==> src/rtl/tspf_pkg.sv <==
package tspf_pkg;
  localparam int PID_W       = 13;
  localparam int PKT_BYTES   = 188;
  localparam int WORD_BYTES  = 4;
  localparam int WORDS_PKT   = PKT_BYTES / WORD_BYTES;
  localparam logic [7:0] SYNC_VAL = 8'h47;

  // field positions in a slot word
  localparam int F_ENABLE  = 15;
  localparam int F_PASSALL = 16;
  localparam int F_BLOCK   = 13;
  localparam int F_ORDER   = 14;

  localparam logic [PID_W-1:0] PID_FREE = 13'h1FFF;

  typedef struct packed {
    logic             en;
    logic [PID_W-1:0] pid;
  } slot_t;

  typedef struct packed {
    logic passall;
    logic block;
    logic order_le;
  } glob_t;
endpackage

==> src/rtl/tspf_slot_bank.sv <==
module tspf_slot_bank
  import tspf_pkg::*;
#(
  parameter int SLOTS = 8,
  localparam int IW = (SLOTS > 1) ? $clog2(SLOTS) : 1,
  localparam int AW = IW + 2
) (
  input  logic             clk,
  input  logic             rst,
  input  logic             cfg_we,
  input  logic [AW-1:0]    cfg_addr,
  input  logic [31:0]      cfg_wdata,
  output logic [31:0]      cfg_rdata,
  input  logic [PID_W-1:0] pid_probe,
  output logic             hit,
  output glob_t            glob
);
  logic [IW-1:0]    sel;
  logic             sel_ok;
  slot_t            slot_a [SLOTS];
  logic [SLOTS-1:0] hit_vec;

  assign sel    = cfg_addr[AW-1:2];
  assign sel_ok = (32'(sel) < SLOTS);

  for (genvar g = 0; g < SLOTS; g++) begin : g_slot
    slot_t slot_r;
    always_ff @(posedge clk) begin
      if (rst) begin
        slot_r.en  <= 1'b0;
        slot_r.pid <= PID_FREE;
      end else if (cfg_we && sel_ok && (32'(sel) == g)) begin
        slot_r.en  <= cfg_wdata[F_ENABLE];
        slot_r.pid <= cfg_wdata[PID_W-1:0];
      end
    end
    assign slot_a[g]  = slot_r;
    assign hit_vec[g] = slot_r.en && (slot_r.pid == pid_probe);
  end

  // global controls shared with slot 0
  always_ff @(posedge clk) begin
    if (rst) begin
      glob.passall  <= 1'b0;
      glob.block    <= 1'b1;
      glob.order_le <= 1'b0;
    end else if (cfg_we && (sel == '0)) begin
      glob.passall  <= cfg_wdata[F_PASSALL];
      glob.block    <= cfg_wdata[F_BLOCK];
      glob.order_le <= cfg_wdata[F_ORDER];
    end
  end

  assign hit = |hit_vec;

  logic [31:0] rd_next;
  always_comb begin
    rd_next = '0;
    if (sel_ok) begin
      rd_next[PID_W-1:0] = slot_a[sel].pid;
      rd_next[F_ENABLE]  = slot_a[sel].en;
      if (sel == '0) begin
        rd_next[F_PASSALL] = glob.passall;
        rd_next[F_BLOCK]   = glob.block;
        rd_next[F_ORDER]   = glob.order_le;
      end
    end
  end

  always_ff @(posedge clk) begin
    if (rst) cfg_rdata <= '0;
    else     cfg_rdata <= rd_next;
  end
endmodule

==> src/rtl/tspf_hdr_parse.sv <==
module tspf_hdr_parse
  import tspf_pkg::*;
#(
  parameter int PKT_LEN = PKT_BYTES,
  localparam int CW = $clog2(PKT_LEN + 1)
) (
  input  logic             clk,
  input  logic             rst,
  input  logic             in_valid,
  input  logic             in_sop,
  input  logic [7:0]       in_byte,
  input  logic             hit,
  input  glob_t            glob,
  output logic [PID_W-1:0] pid_probe,
  output logic             acc,
  output logic [CW-1:0]    idx_cur,
  output logic             pass_q,
  output logic             order_q
);
  logic [CW-1:0] cnt;
  logic          sync_ok;
  logic [4:0]    pid_hi;
  logic          decide;

  assign idx_cur   = in_sop ? '0 : cnt;
  assign acc       = in_valid && (in_sop || (cnt < CW'(PKT_LEN)));
  assign pid_probe = {pid_hi, in_byte};
  assign decide    = acc && (idx_cur == CW'(2));

  always_ff @(posedge clk) begin
    if (rst) begin
      cnt     <= CW'(PKT_LEN);
      sync_ok <= 1'b0;
      pid_hi  <= '0;
      pass_q  <= 1'b0;
      order_q <= 1'b0;
    end else if (acc) begin
      cnt <= idx_cur + CW'(1);
      if (idx_cur == '0) begin
        sync_ok <= (in_byte == SYNC_VAL);
        pass_q  <= 1'b0;
      end
      if (idx_cur == CW'(1)) pid_hi <= in_byte[4:0];
      if (decide) begin
        pass_q  <= sync_ok && (glob.passall || (!glob.block && hit));
        order_q <= glob.order_le;
      end
    end
  end
endmodule

==> src/rtl/tspf_packer.sv <==
module tspf_packer
  import tspf_pkg::*;
#(
  parameter int PKT_LEN = PKT_BYTES,
  localparam int CW = $clog2(PKT_LEN + 1)
) (
  input  logic          clk,
  input  logic          rst,
  input  logic          acc,
  input  logic [CW-1:0] idx_cur,
  input  logic [7:0]    in_byte,
  input  logic          pass_q,
  input  logic          order_q,
  output logic          out_valid,
  output logic [31:0]   out_word,
  output logic          out_last
);
  logic [7:0] lane_q [WORD_BYTES-1];
  logic [1:0] lane;
  logic [7:0] grp [WORD_BYTES];
  logic [31:0] w_be, w_le;

  assign lane = idx_cur[1:0];

  for (genvar g = 0; g < WORD_BYTES - 1; g++) begin : g_hold
    always_ff @(posedge clk) begin
      if (rst)                              lane_q[g] <= '0;
      else if (acc && (lane == 2'(g)))      lane_q[g] <= in_byte;
    end
    assign grp[g] = lane_q[g];
  end
  assign grp[WORD_BYTES-1] = in_byte;

  for (genvar g = 0; g < WORD_BYTES; g++) begin : g_pack
    assign w_be[31-8*g -: 8] = grp[g];
    assign w_le[8*g+7  -: 8] = grp[g];
  end

  always_ff @(posedge clk) begin
    if (rst) begin
      out_valid <= 1'b0;
      out_last  <= 1'b0;
      out_word  <= '0;
    end else begin
      out_valid <= 1'b0;
      out_last  <= 1'b0;
      if (acc && (lane == 2'(WORD_BYTES - 1)) && pass_q) begin
        out_valid <= 1'b1;
        out_last  <= (idx_cur == CW'(PKT_LEN - 1));
        out_word  <= order_q ? w_le : w_be;
      end
    end
  end
endmodule

==> src/rtl/tspf_gate.sv <==
module tspf_gate
  import tspf_pkg::*;
#(
  parameter int SLOTS = 8,
  localparam int IW = (SLOTS > 1) ? $clog2(SLOTS) : 1,
  localparam int AW = IW + 2
) (
  input  logic          clk,
  input  logic          rst,
  input  logic          cfg_we,
  input  logic [AW-1:0] cfg_addr,
  input  logic [31:0]   cfg_wdata,
  output logic [31:0]   cfg_rdata,
  input  logic          in_valid,
  input  logic          in_sop,
  input  logic [7:0]    in_byte,
  output logic          out_valid,
  output logic [31:0]   out_word,
  output logic          out_last
);
  localparam int CW = $clog2(PKT_BYTES + 1);

  logic [PID_W-1:0] pid_probe;
  logic             hit;
  glob_t            glob;
  logic             acc;
  logic [CW-1:0]    idx_cur;
  logic             pass_q;
  logic             order_q;

  tspf_slot_bank #(.SLOTS(SLOTS)) u_bank (
    .clk(clk), .rst(rst), .cfg_we(cfg_we), .cfg_addr(cfg_addr),
    .cfg_wdata(cfg_wdata), .cfg_rdata(cfg_rdata),
    .pid_probe(pid_probe), .hit(hit), .glob(glob)
  );

  tspf_hdr_parse #(.PKT_LEN(PKT_BYTES)) u_parse (
    .clk(clk), .rst(rst), .in_valid(in_valid), .in_sop(in_sop),
    .in_byte(in_byte), .hit(hit), .glob(glob), .pid_probe(pid_probe),
    .acc(acc), .idx_cur(idx_cur), .pass_q(pass_q), .order_q(order_q)
  );

  tspf_packer #(.PKT_LEN(PKT_BYTES)) u_pack (
    .clk(clk), .rst(rst), .acc(acc), .idx_cur(idx_cur), .in_byte(in_byte),
    .pass_q(pass_q), .order_q(order_q), .out_valid(out_valid),
    .out_word(out_word), .out_last(out_last)
  );
endmodule

==> config.mk <==
export PLATFORM = sky130hd
export DESIGN_NAME = tspf_gate
export DESIGN_NICKNAME = d
export VERILOG_FILES = /design/src/rtl/tspf_pkg.sv /design/src/rtl/tspf_slot_bank.sv /design/src/rtl/tspf_hdr_parse.sv /design/src/rtl/tspf_packer.sv /design/src/rtl/tspf_gate.sv
export SDC_FILE = /design/constraint.sdc
export NUM_CORES = 1
export LEC_CHECK = 0
export ABC_AREA = 0
export CORE_MARGIN = 10
export CORE_UTILIZATION = 64
export CTS_BUF_LIST = sky130_fd_sc_hd__clkbuf_16
export CTS_CLUSTER_DIAMETER = 40
export CTS_CLUSTER_SIZE = 12
export DETAILED_ROUTE_END_ITERATION = 12
export DONT_BUFFER_PORTS = 1
export PLACE_DENSITY = 0.83
export SETUP_SLACK_MARGIN = 0.05
export SYNTH_ARGS = -nofsm -noshare
export SYNTH_HDL_FRONTEND = slang
export SYNTH_SLANG_ARGS = --single-unit
==> constraint.sdc <==
create_clock -name clk -period 2.3 [get_ports clk]
set_input_delay 0.69 -clock clk [delete_from_list [all_inputs] [get_ports clk]]
set_output_delay 0.69 -clock clk [all_outputs]
set_load 0.03 [all_outputs]
Word-level counts from Yosys, hierarchy flattened
Memories as Yosys holds them, arrays and structs flattened.
Index checks and enable logic that the tools add are counted.
W data, S select, Z words.

word-level totals
  bits in writable memories = 24
  bits of input ports = 50
  bits in registers = 197
  memories kept = 1
  output and inout port bits = 66
  word-level logic and storage cells = 123

memories
  memory         depth  width  rd ports  clocked after Yosys merged registers in  write ports  line               source
  u_pack.lane_q  3      8      3         0                                        3            tspf_packer.sv:18  logic [7:0] lane_q [WORD_BYTES-1];

operators by class
  reduce and logical (&&, ||, !) cells = 39
  muxes and demuxes = 22
  magnitude comparators = 2
  bitwise gates (word level) = 6
  equality and inequality tests = 22
  add/sub/neg operators = 1

operator list
  operator               count
  $eq A13 B13 Y1         8
  $bmux W14 S3           1
  $mux W32               1
  $mux W8                4
  $mux W14               2
  $logic_and A1 B1 Y1    25
  $mux W1                14
  $eq A3 B3 Y1 const B   4
  $add A8 B1 Y8 const B  1
  $eq A8 B1 Y1 const B   1
  $eq A8 B2 Y1 const B   1
  $eq A8 B7 Y1 const B   1
  $eq A8 B8 Y1 const B   1
  $logic_not A8 Y1       1
  $lt A8 B8 Y1 const B   1
  $reduce_and A2 Y1      4
  $reduce_or A8 Y1       1
  $eq A3 B2 Y1 const B   2
  $eq A2 B2 Y1 const B   2
  $ge A4 B4 Y1 const B   1
  $not A3 Y4             1
  $reduce_or A2 Y1       2
  $eq A3 B1 Y1 const B   1
  $logic_not A3 Y1       1
  other kinds (7)        11

Logic depth before layout (Yosys ltp)
Gate-level depths: netlist of run 1.

  depth in word-level cells = 8
  mapped depth = 9

Hierarchy
From an unflattened synthesis of run 1, not the netlist that was laid out.

second synthesis, totals
  cell total of the unflattened synthesis = 1061
  area total of the unflattened synthesis = 10791.6 um2

by module, submodules not included
  module          area an instance (um2)  cells each  instances
  tspf_slot_bank  6960.4                  726         1
  tspf_packer     2871.5                  220         1
  tspf_hdr_parse  959.7                   115         1

Worst setup path after synthesis of run 1
Ideal clock, no wire load.

  path type = input to register
  start point = input in_sop
  end point = register u_pack.out_word[23]
  buffers on the path = 3
  library setup time = 0.081 ns
  data required time = 2.219 ns
  stages on the path = 8
  arrival = 2.020 ns
  setup slack = 0.199 ns
  cells stage by stage = clkbuf_1 nor2b_1 ha_1 and3_4 buf_6 buf_6 nor2_1 a211oi_2

between the ends
  word-level cells in the longest chain between the ends = 4
  elaborated cells on any way between the ends = 6

ends and longest elaborated chain
  element                                              line                                        source
  from (decl)                                          tspf_gate.sv:15                             input logic in_sop,
  $mux W8 or $logic_or A1 B1 Y1 (tied branches)        tspf_hdr_parse.sv:25, tspf_hdr_parse.sv:26
  $eq A2 B2 Y1 or $logic_and A1 B1 Y1 (tied branches)  tspf_packer.sv:47, tspf_hdr_parse.sv:26
  $logic_and A1 B1 Y1 * (2 in series)                  tspf_packer.sv:47                           if (acc && (lane == 2'(WORD_BYTES - 1)) && pass_q) begin
  to (signal assigned)                                 tspf_packer.sv:50                           out_word <= order_q ? w_le : w_be;
  to (decl)                                            tspf_packer.sv:15                           output logic [31:0] out_word,

Mark *: on every way between the ends. The rest lies on a longest branch, timed or not.
A chain may end at the register's enable or synchronous reset.

Final worst setup path of run 1
  start point = register u_parse.cnt[3]
  end point = register u_pack.out_word[31]

between the ends
  word-level cells in the longest chain between the ends = 5

ends and longest elaborated chain
  element                            line                  source
  from (decl)                        tspf_hdr_parse.sv:20  logic [CW-1:0] cnt;
  from (signal assigned)             tspf_hdr_parse.sv:32  cnt <= CW'(PKT_LEN);
  from (signal assigned)             tspf_hdr_parse.sv:38  cnt <= idx_cur + CW'(1);
  $lt A8 B8 Y1                       tspf_hdr_parse.sv:26  assign acc = in_valid && (in_sop || (cnt < CW'(PKT_LEN)));
  $logic_or A1 B1 Y1                 tspf_hdr_parse.sv:26
  $logic_and A1 B1 Y1                tspf_hdr_parse.sv:26
  $logic_and A1 B1 Y1 (2 in series)  tspf_packer.sv:47

Every way passes these cells.

==> metrics.md, run 1 <==
| Metric | Value |
|---|---|
| Initial Utilization | 65.29% |
| Mean post-synth cell area | 10.09 um2 |
| Worst EP arrival | 2.45 ns |
| First-pass GRT wire length | 42,860 um |
| Number of placement rows | 46 |
| Final setup vio count | 0 |
| Hold wc startpoint | rst |
| Largest net degree at the start of global routing | 186 |
| Area post-placement | 10,270 um2 |
| Critical path startpoint category | flip-flop |
| Kind of cell adding the most delay to the critical path | simple AND/OR/NAND/NOR gates |
| Highest-count cells in the layout ignoring fill and taps | sky130_fd_sc_hd__dfxtp_1, sky130_fd_sc_hd__nand2_1, sky130_fd_sc_hd__xnor2_1 |
| Ratio of cells with drive above 1 in the final layout | 14.20% |
| Cell count after placement | 1,166 |
| Worst reg2reg setup slack | 0.28 ns |
| Most common library cell in the layout ignoring fill and taps | sky130_fd_sc_hd__dfxtp_1 |
| Number of nets still failing antenna checks after routing | 0 |
| Cell count of the worst reg-to-reg path | 7 |
| Die outline height | 147.1 um |
| Slew at the pin closest to its max-slew limit | 0.5735 ns |
| Full die area | 21,630 um2 |
| CP bufs+invs | 2 |
| Result of the run | finished, final reports clean |
| Max transition margin | 61.71% |
| Core Footprint | 15,830 um2 |
| Signed area change from the synthesized netlist to the final layout | 7.834% |
| Area of all sequential standard cells | 4365 um2 |
| Proportion of power drawn by flip-flops and latches | 46.2% |
| Sw Share | 23.88% |
| Drc violations | 0 |
| Total congestion overflow | 0 |
| Worst hold slack | 0.2267 ns |
| Antenna Cells | 0 |
| Tot GR Track Use | 24.45% |
| Worst-case setup margin in the final layout | 0.2822 ns |
| Setup repair after global routing missed its margin | false |
| Master cell of the clock root buffer | sky130_fd_sc_hd__clkbuf_16 |
| Detailed Routing Iterations Pass 1 | 6 |
| Cts hold-fix bufs | 0 |
| Power Density | 761.1 nW/um2 |
| Wirelength per Cell | 22.29 um |
| IO buf count | 0 |
| Clock insertion delay at the later pin of the skew report | 0.53 ns |
| Number of buffers inserted to repair setup after CTS | 0 |
| Kind of end point of the critical path | flip-flop |
| Net switching power | 0.002025 W |
| Final max-slew violation count | 0 |
| Fillers | 1,163 |
| Worst hold path stage count | 1 |
| Maximum level of the CTS H-tree | 1 |
| Count of vias placed by the detailed router | 7,616 |
| Final net count | 1,034 |
| Endpoint of the worst-slack reg-to-reg timing path | u_pack.out_word[31] |
| Setup Crit Path Kind | reg -> reg |
| Worst setup slack before clock tree synthesis | 0.1890 ns |
| Startpoint of the lowest-slack register-to-register path | u_parse.cnt[3] |
| Final GP Congestion | 0.9466 |
| Worst hold endpoint | u_pack.out_word[13] |
| Longest individual stage delay on the worst path | 0.42 ns |
| Initial DRC Count | 706 |
| Lkg Pwr | 3.904 nW |
| Via density per instance | 6.263 |
| Area used by multi-input combinational logic | 5404 um2 |
| Maximum ir drop on the vdd rail | 0.6152 mV |
| Cell with the largest stage delay on the worst path | sky130_fd_sc_hd__dfxtp_1 |
| Required time worst endpoint | 2.74 ns |
| Internal | 0.006456 W |
| Clock slew seen by the registers of the worst setup and hold paths | 0.06 ns |
| Endpoints failing hold | 0 |
| Post-synthesis async set-or-reset flop share | 0% |
| Total length of routed wires | 27,100 um |
| Vias in the first global route | 7,694 |
| Count of state elements after synthesis | 206 |
| Post-synth EDFFs | 24 |
| Synth Cell Area | 10,330 um2 |
| Share of the clock period used by the worst path after layout | 87.73% |
| Count of clock tree sinks | 206 |
| Ys Warns | 0 |
| Chip Width | 147.1 um |
| Total non-filler cell area in the finished layout | 11,140 um2 |
| Clk network pwr share | 46.9% |
| Dominant synthesized flop cell | sky130_fd_sc_hd__dfxtp_1 |
| Worst hold path type | in -> reg |
| Cell count after synthesis | 1,024 |
| Max Root-Sink Buffers | 3 |
| Combinational cell fraction of total power | 6.9% |
| TritonCTS buffer count | 28 |
| TritonCTS clock tree | yes |
| Most common cell type on the critical path | sky130_fd_sc_hd__buf_4 |
| CTS-repair resized insts | 0 |
| Antenna violations before repair | 0 |
| Achievable clock frequency | 495.6 MHz |
| Max_cap viols | 0 |
| Maximum fanout encountered on the critical timing path | 15 |
| TNS Setup | 0 ns |
| CP cell instances | and3_1 > a21oi_2 > o21a_4 > and3_4 > buf_4 > buf_4 > a211oi_2 |
| Placed wire-length estimate | 17,630 um |
| Cell Count, Final, Fillers Out | 1,216 |
| Clock skew after layout | 0.01237 ns |
| Shortest period the worst path allows | 2.018 ns |
| Register area share after synthesis | 42.23% |
| Number of top-level pins | 116 |
| Post-synthesis cell type count | 49 |
==> registers in the layout, indices dropped and copies added, names as in the netlist, 3 cells and up <==
signal	count
u_bank.cfg_rdata	17
u_bank.g_slot.slot_r	112
u_bank.glob	3
u_pack.lane_q	24
u_pack.out_word	32
u_parse.cnt	8
u_parse.pid_hi	5
==> power groups by stage <==
stage               Sequential (W)  Clock (W)  Combinational (W)
finish                     0.00392    0.00398           0.000586
global route               0.00393    0.00417           0.000635
CTS                        0.00392    0.00402           0.000581
detailed placement         0.00399          0           0.000572
global placement           0.00398          0           0.000558
floorplan                  0.00395          0           0.000632
==> metal layers <==
metal | vias up | wire [um] | GRT usage, %
met2 | 378 | 12740 | 40.42
met3 | 73 | 2672 | 6.173
met5 | - | 0 | 0
met4 | 0 | 1103 | 9.960
met1 | 3710 | 10590 | 29.82
li1 | 3455 | - | -
==> worst reg2reg max path, stage by stage, from the launching register on <==
cell and delay (ns):
sky130_fd_sc_hd__dfxtp_1 0.42, sky130_fd_sc_hd__and3_1 0.33, sky130_fd_sc_hd__a21oi_2 0.10, sky130_fd_sc_hd__o21a_4 0.27, sky130_fd_sc_hd__and3_4 0.27, sky130_fd_sc_hd__buf_4 0.21, sky130_fd_sc_hd__buf_4 0.16, sky130_fd_sc_hd__a211oi_2 0.18
==> cell usage after synthesis (3+ instances only) <==
library cell / instances / area share, %
sky130_fd_sc_hd__o21ai_0: 4 / 0.19
sky130_fd_sc_hd__mux4_2: 28 / 6.1
sky130_fd_sc_hd__buf_6: 8 / 0.87
sky130_fd_sc_hd__clkbuf_2: 13 / 0.63
sky130_fd_sc_hd__a211oi_2: 32 / 3.9
sky130_fd_sc_hd__xnor2_1: 92 / 7.8
sky130_fd_sc_hd__nand2_1: 106 / 3.9
sky130_fd_sc_hd__nor2_1: 65 / 2.4
sky130_fd_sc_hd__nand2b_1: 7 / 0.42
sky130_fd_sc_hd__nor4_1: 11 / 0.67
sky130_fd_sc_hd__nand3b_1: 40 / 2.9
sky130_fd_sc_hd__mux2i_1: 53 / 5.1
sky130_fd_sc_hd__nand4b_1: 3 / 0.25
sky130_fd_sc_hd__buf_2: 31 / 1.5
sky130_fd_sc_hd__and3_1: 10 / 0.61
sky130_fd_sc_hd__edfxtp_1: 24 / 7.0
sky130_fd_sc_hd__dfxtp_1: 182 / 35
sky130_fd_sc_hd__clkbuf_1: 39 / 1.4
sky130_fd_sc_hd__ha_1: 4 / 0.48
sky130_fd_sc_hd__or2_2: 3 / 0.18
sky130_fd_sc_hd__and2_1: 19 / 1.2
sky130_fd_sc_hd__buf_4: 20 / 1.5
sky130_fd_sc_hd__nand4_1: 25 / 1.5
sky130_fd_sc_hd__nand3_1: 7 / 0.34
sky130_fd_sc_hd__xor2_1: 12 / 1.0
sky130_fd_sc_hd__a21oi_1: 12 / 0.58
sky130_fd_sc_hd__nor2_2: 3 / 0.18
sky130_fd_sc_hd__nor2b_1: 71 / 4.3
sky130_fd_sc_hd__nor3_1: 4 / 0.19
sky130_fd_sc_hd__buf_1: 4 / 0.15
sky130_fd_sc_hd__a211o_1: 68 / 5.8
==> metrics by stage <==
stage	util [%]	total power [W]
final	70.40	0.008481
after global routing	70.40	0.008735
after CTS	70.40	0.008516
after detailed placement	64.92	0.004560
after global placement	64.92	0.004540
after floorplan	-	0.004581
==> worst max-delay path by stage <==
stage               depth (start not counted)  slack (ns)      startpoint             endpoint
CTS                                         7        0.30  u_parse.cnt[3]  u_pack.out_word[31]
global placement                            4        0.26          in_sop  u_pack.lane_q[1][2]
finish                                      7        0.28  u_parse.cnt[3]  u_pack.out_word[31]
global route                                7        0.18  u_parse.cnt[3]  u_pack.out_word[24]
floorplan                                   8        0.20          in_sop  u_pack.out_word[23]
detailed placement                          4        0.19          in_sop  u_pack.lane_q[1][2]
==> kinds of logic after synthesis <==
kind of cell / after synthesis / share of synthesized area (%)
simple gates: 378 / 19.29
flops: 206 / 42.23
compound gates: 133 / 11.82
buf+inv: 117 / 6.090
xor+xnor: 104 / 8.815
mux: 81 / 11.24
fa+ha+maj: 4 / 0.4843
other cells: 1 / 0.03629
==> cell type report <==
class | instances | share of cell area [%]
multi-input combinational | 715 | 48.50
sequential | 206 | 39.18
timing repair buffer | 27 | 2.044
clock buffer | 29 | 6.512
tap | 216 | 2.425
clock inverter | 21 | 1.280
inverter | 2 | 0.06737
(Power assumes the default switching activity.)
==> inputs of run 2 (changes only) <==
--- a/config.mk
+++ b/config.mk
@@ -10,11 +10,10 @@
 export CORE_UTILIZATION = 64
 export CTS_BUF_LIST = sky130_fd_sc_hd__clkbuf_16
 export CTS_CLUSTER_DIAMETER = 40
-export CTS_CLUSTER_SIZE = 12
+export CTS_CLUSTER_SIZE = 10
 export DETAILED_ROUTE_END_ITERATION = 12
 export DONT_BUFFER_PORTS = 1
 export PLACE_DENSITY = 0.83
-export SETUP_SLACK_MARGIN = 0.05
 export SYNTH_ARGS = -nofsm -noshare
 export SYNTH_HDL_FRONTEND = slang
 export SYNTH_SLANG_ARGS = --single-unit
==> metrics.md, run 2 (synthesized netlist as in run 1, its figures left out) <==
| Metric | Value |
|---|---|
| Cts hold-fix bufs | 0 |
| TNS Setup | 0 ns |
| Die outline height | 147.1 um |
| Final max-slew violation count | 0 |
| Number of placement rows | 46 |
| TritonCTS buffer count | 29 |
| Vias in the first global route | 7,646 |
| Critical path startpoint category | flip-flop |
| Worst hold path type | in -> reg |
| Core Footprint | 15,830 um2 |
| Wirelength per Cell | 22.17 um |
| Antenna Cells | 0 |
| Largest register FFs | 112 |
| Worst hold slack | 0.2361 ns |
| Final setup vio count | 0 |
| Setup repair after global routing missed its margin | false |
| Master cell of the clock root buffer | sky130_fd_sc_hd__clkbuf_16 |
| Most common library cell in the layout ignoring fill and taps | sky130_fd_sc_hd__dfxtp_1 |
| Number of top-level pins | 116 |
| Tot GR Track Use | 24.28% |
| Initial Utilization | 65.29% |
| Final GP Congestion | 0.9466 |
| Maximum level of the CTS H-tree | 1 |
| Endpoints failing hold | 0 |
| Cell with the largest stage delay on the worst path | sky130_fd_sc_hd__dfxtp_1 |
| Result of the run | finished, final reports clean |
| Total non-filler cell area in the finished layout | 11,140 um2 |
| Clock skew after layout | 0.01014 ns |
| IO buf count | 0 |
| Final net count | 1,035 |
| Maximum ir drop on the vdd rail | 0.6217 mV |
| CP cell instances | and3_1 > a21oi_2 > o21a_4 > and3_4 > buf_4 > buf_4 > a211oi_2 |
| Detailed Routing Iterations Pass 1 | 9 |
| Clock slew seen by the registers of the worst setup and hold paths | 0.06 ns |
| Power Density | 759.8 nW/um2 |
| Count of clock tree sinks | 206 |
| First-pass GRT wire length | 42,660 um |
| Cell count after placement | 1,166 |
| Most common cell type on the critical path | sky130_fd_sc_hd__buf_4 |
| Required time worst endpoint | 2.74 ns |
| Max_cap viols | 0 |
| Clk network pwr share | 46.8% |
| Core Util, Final | 70.36% |
| Max transition margin | 61.28% |
| Longest individual stage delay on the worst path | 0.42 ns |
| Placed wire-length estimate | 17,630 um |
| Clock insertion delay at the later pin of the skew report | 0.53 ns |
| Kind of cell adding the most delay to the critical path | simple AND/OR/NAND/NOR gates |
| Proportion of power drawn by flip-flops and latches | 46.3% |
| Highest-count cells in the layout ignoring fill and taps | sky130_fd_sc_hd__dfxtp_1, sky130_fd_sc_hd__nand2_1, sky130_fd_sc_hd__xnor2_1 |
| Share of the clock period used by the worst path after layout | 87.52% |
| Combinational cell fraction of total power | 6.9% |
| Area post-placement | 10,270 um2 |
| Number of nets still failing antenna checks after routing | 0 |
| Top Registers | u_bank.g_slot.slot_r (112), u_pack.out_word (32), u_pack.lane_q (24) |
| Shortest period the worst path allows | 2.013 ns |
| CP bufs+invs | 2 |
| Internal | 0.006443 W |
| Antenna violations before repair | 0 |
| Count of vias placed by the detailed router | 7,605 |
| Worst EP arrival | 2.45 ns |
| Cell Count, Final, Fillers Out | 1,217 |
| Maximum fanout encountered on the critical timing path | 15 |
| Initial DRC Count | 792 |
| Full die area | 21,630 um2 |
| TritonCTS clock tree | yes |
| CTS-repair resized insts | 0 |
| Total congestion overflow | 0 |
| Fillers | 1,163 |
| Kind of end point of the critical path | flip-flop |
| Drc violations | 0 |
| Ratio of cells with drive above 1 in the final layout | 13.89% |
| Total length of routed wires | 26,980 um |
| Largest register by flop count | u_bank.g_slot.slot_r |
| Number of buffers inserted to repair setup after CTS | 0 |
| Chip Width | 147.1 um |
| Achievable clock frequency | 496.8 MHz |
| Net switching power | 0.002018 W |
| Via density per instance | 6.249 |
| Setup Crit Path Kind | reg -> reg |
| Slew at the pin closest to its max-slew limit | 0.5800 ns |
| Sw Share | 23.85% |
| Signed area change from the synthesized netlist to the final layout | 7.761% |
| Largest net degree at the start of global routing | 186 |
| Lkg Pwr | 3.904 nW |
| Max Root-Sink Buffers | 3 |
run 2: cell types whose count changed in the layout (fill, tap and decap cells not counted):
cell / previous run / this run
sky130_fd_sc_hd__inv_6: 2 / 0
sky130_fd_sc_hd__clkinv_1: 2 / 4
sky130_fd_sc_hd__clkinv_2: 4 / 3
sky130_fd_sc_hd__inv_1: 9 / 11
run 2: final timing paths:
kind / slack (ns) / endpoint / start / cells past startpoint
setup / recovery: 0.29 / u_pack.out_word[31] / u_parse.cnt[3] / 7
hold / removal: 0.24 / u_pack.out_word[21] / rst / 1
setup reg to reg: 0.29 / u_pack.out_word[31] / u_parse.cnt[3] / 7
hold reg to reg: 0.48 / u_bank.g_slot[7].slot_r[13] / u_bank.g_slot[7].slot_r[13] / 2
run 2: routing by layer:
metal  track usage [%]  wire length (um)
met5                 0                 0
met1             29.45             10530
met4             9.415               947
met3             6.143              2746
met2             40.55             12750
run 2: worst reg2reg max path: stages, from the launching register on:
cell and delay [ns]:
sky130_fd_sc_hd__dfxtp_1 0.42, sky130_fd_sc_hd__and3_1 0.33, sky130_fd_sc_hd__a21oi_2 0.10, sky130_fd_sc_hd__o21a_4 0.27, sky130_fd_sc_hd__and3_4 0.27, sky130_fd_sc_hd__buf_4 0.21, sky130_fd_sc_hd__buf_4 0.15, sky130_fd_sc_hd__a211oi_2 0.18
run 2: metrics by stage:
stage | power [W] | setup slack [ns]
after floorplan | 0.004581 | 0.1987
after detailed placement | 0.004560 | 0.1890
after CTS | 0.008480 | 0.3060
final | 0.008461 | 0.2870
after global routing | 0.008699 | 0.1946
after global placement | 0.004540 | 0.2623
run 2: cell type report:
| class | instances | area (um2) | share of cell area, % |
|---|---|---|---|
| repair buffers | 27 | 227.7 | 2.045 |
| well taps | 216 | 270.3 | 2.427 |
| inverters | 2 | 7.507 | 0.06742 |
| clock inverters | 22 | 135.1 | 1.213 |
| multi-input cells | 715 | 5404 | 48.53 |
| flip-flops and latches | 206 | 4365 | 39.20 |
| clock buffers | 29 | 725.7 | 6.517 |
run 2: power groups by stage:
stage	clock (W)	sequential [W]	combinational, W
floorplan	0	0.00395	0.000632
global placement	0	0.00398	0.000558
detailed placement	0	0.00399	0.000572
CTS	0.00398	0.00391	0.000581
global route	0.00413	0.00393	0.000634
finish	0.00396	0.00392	0.000585
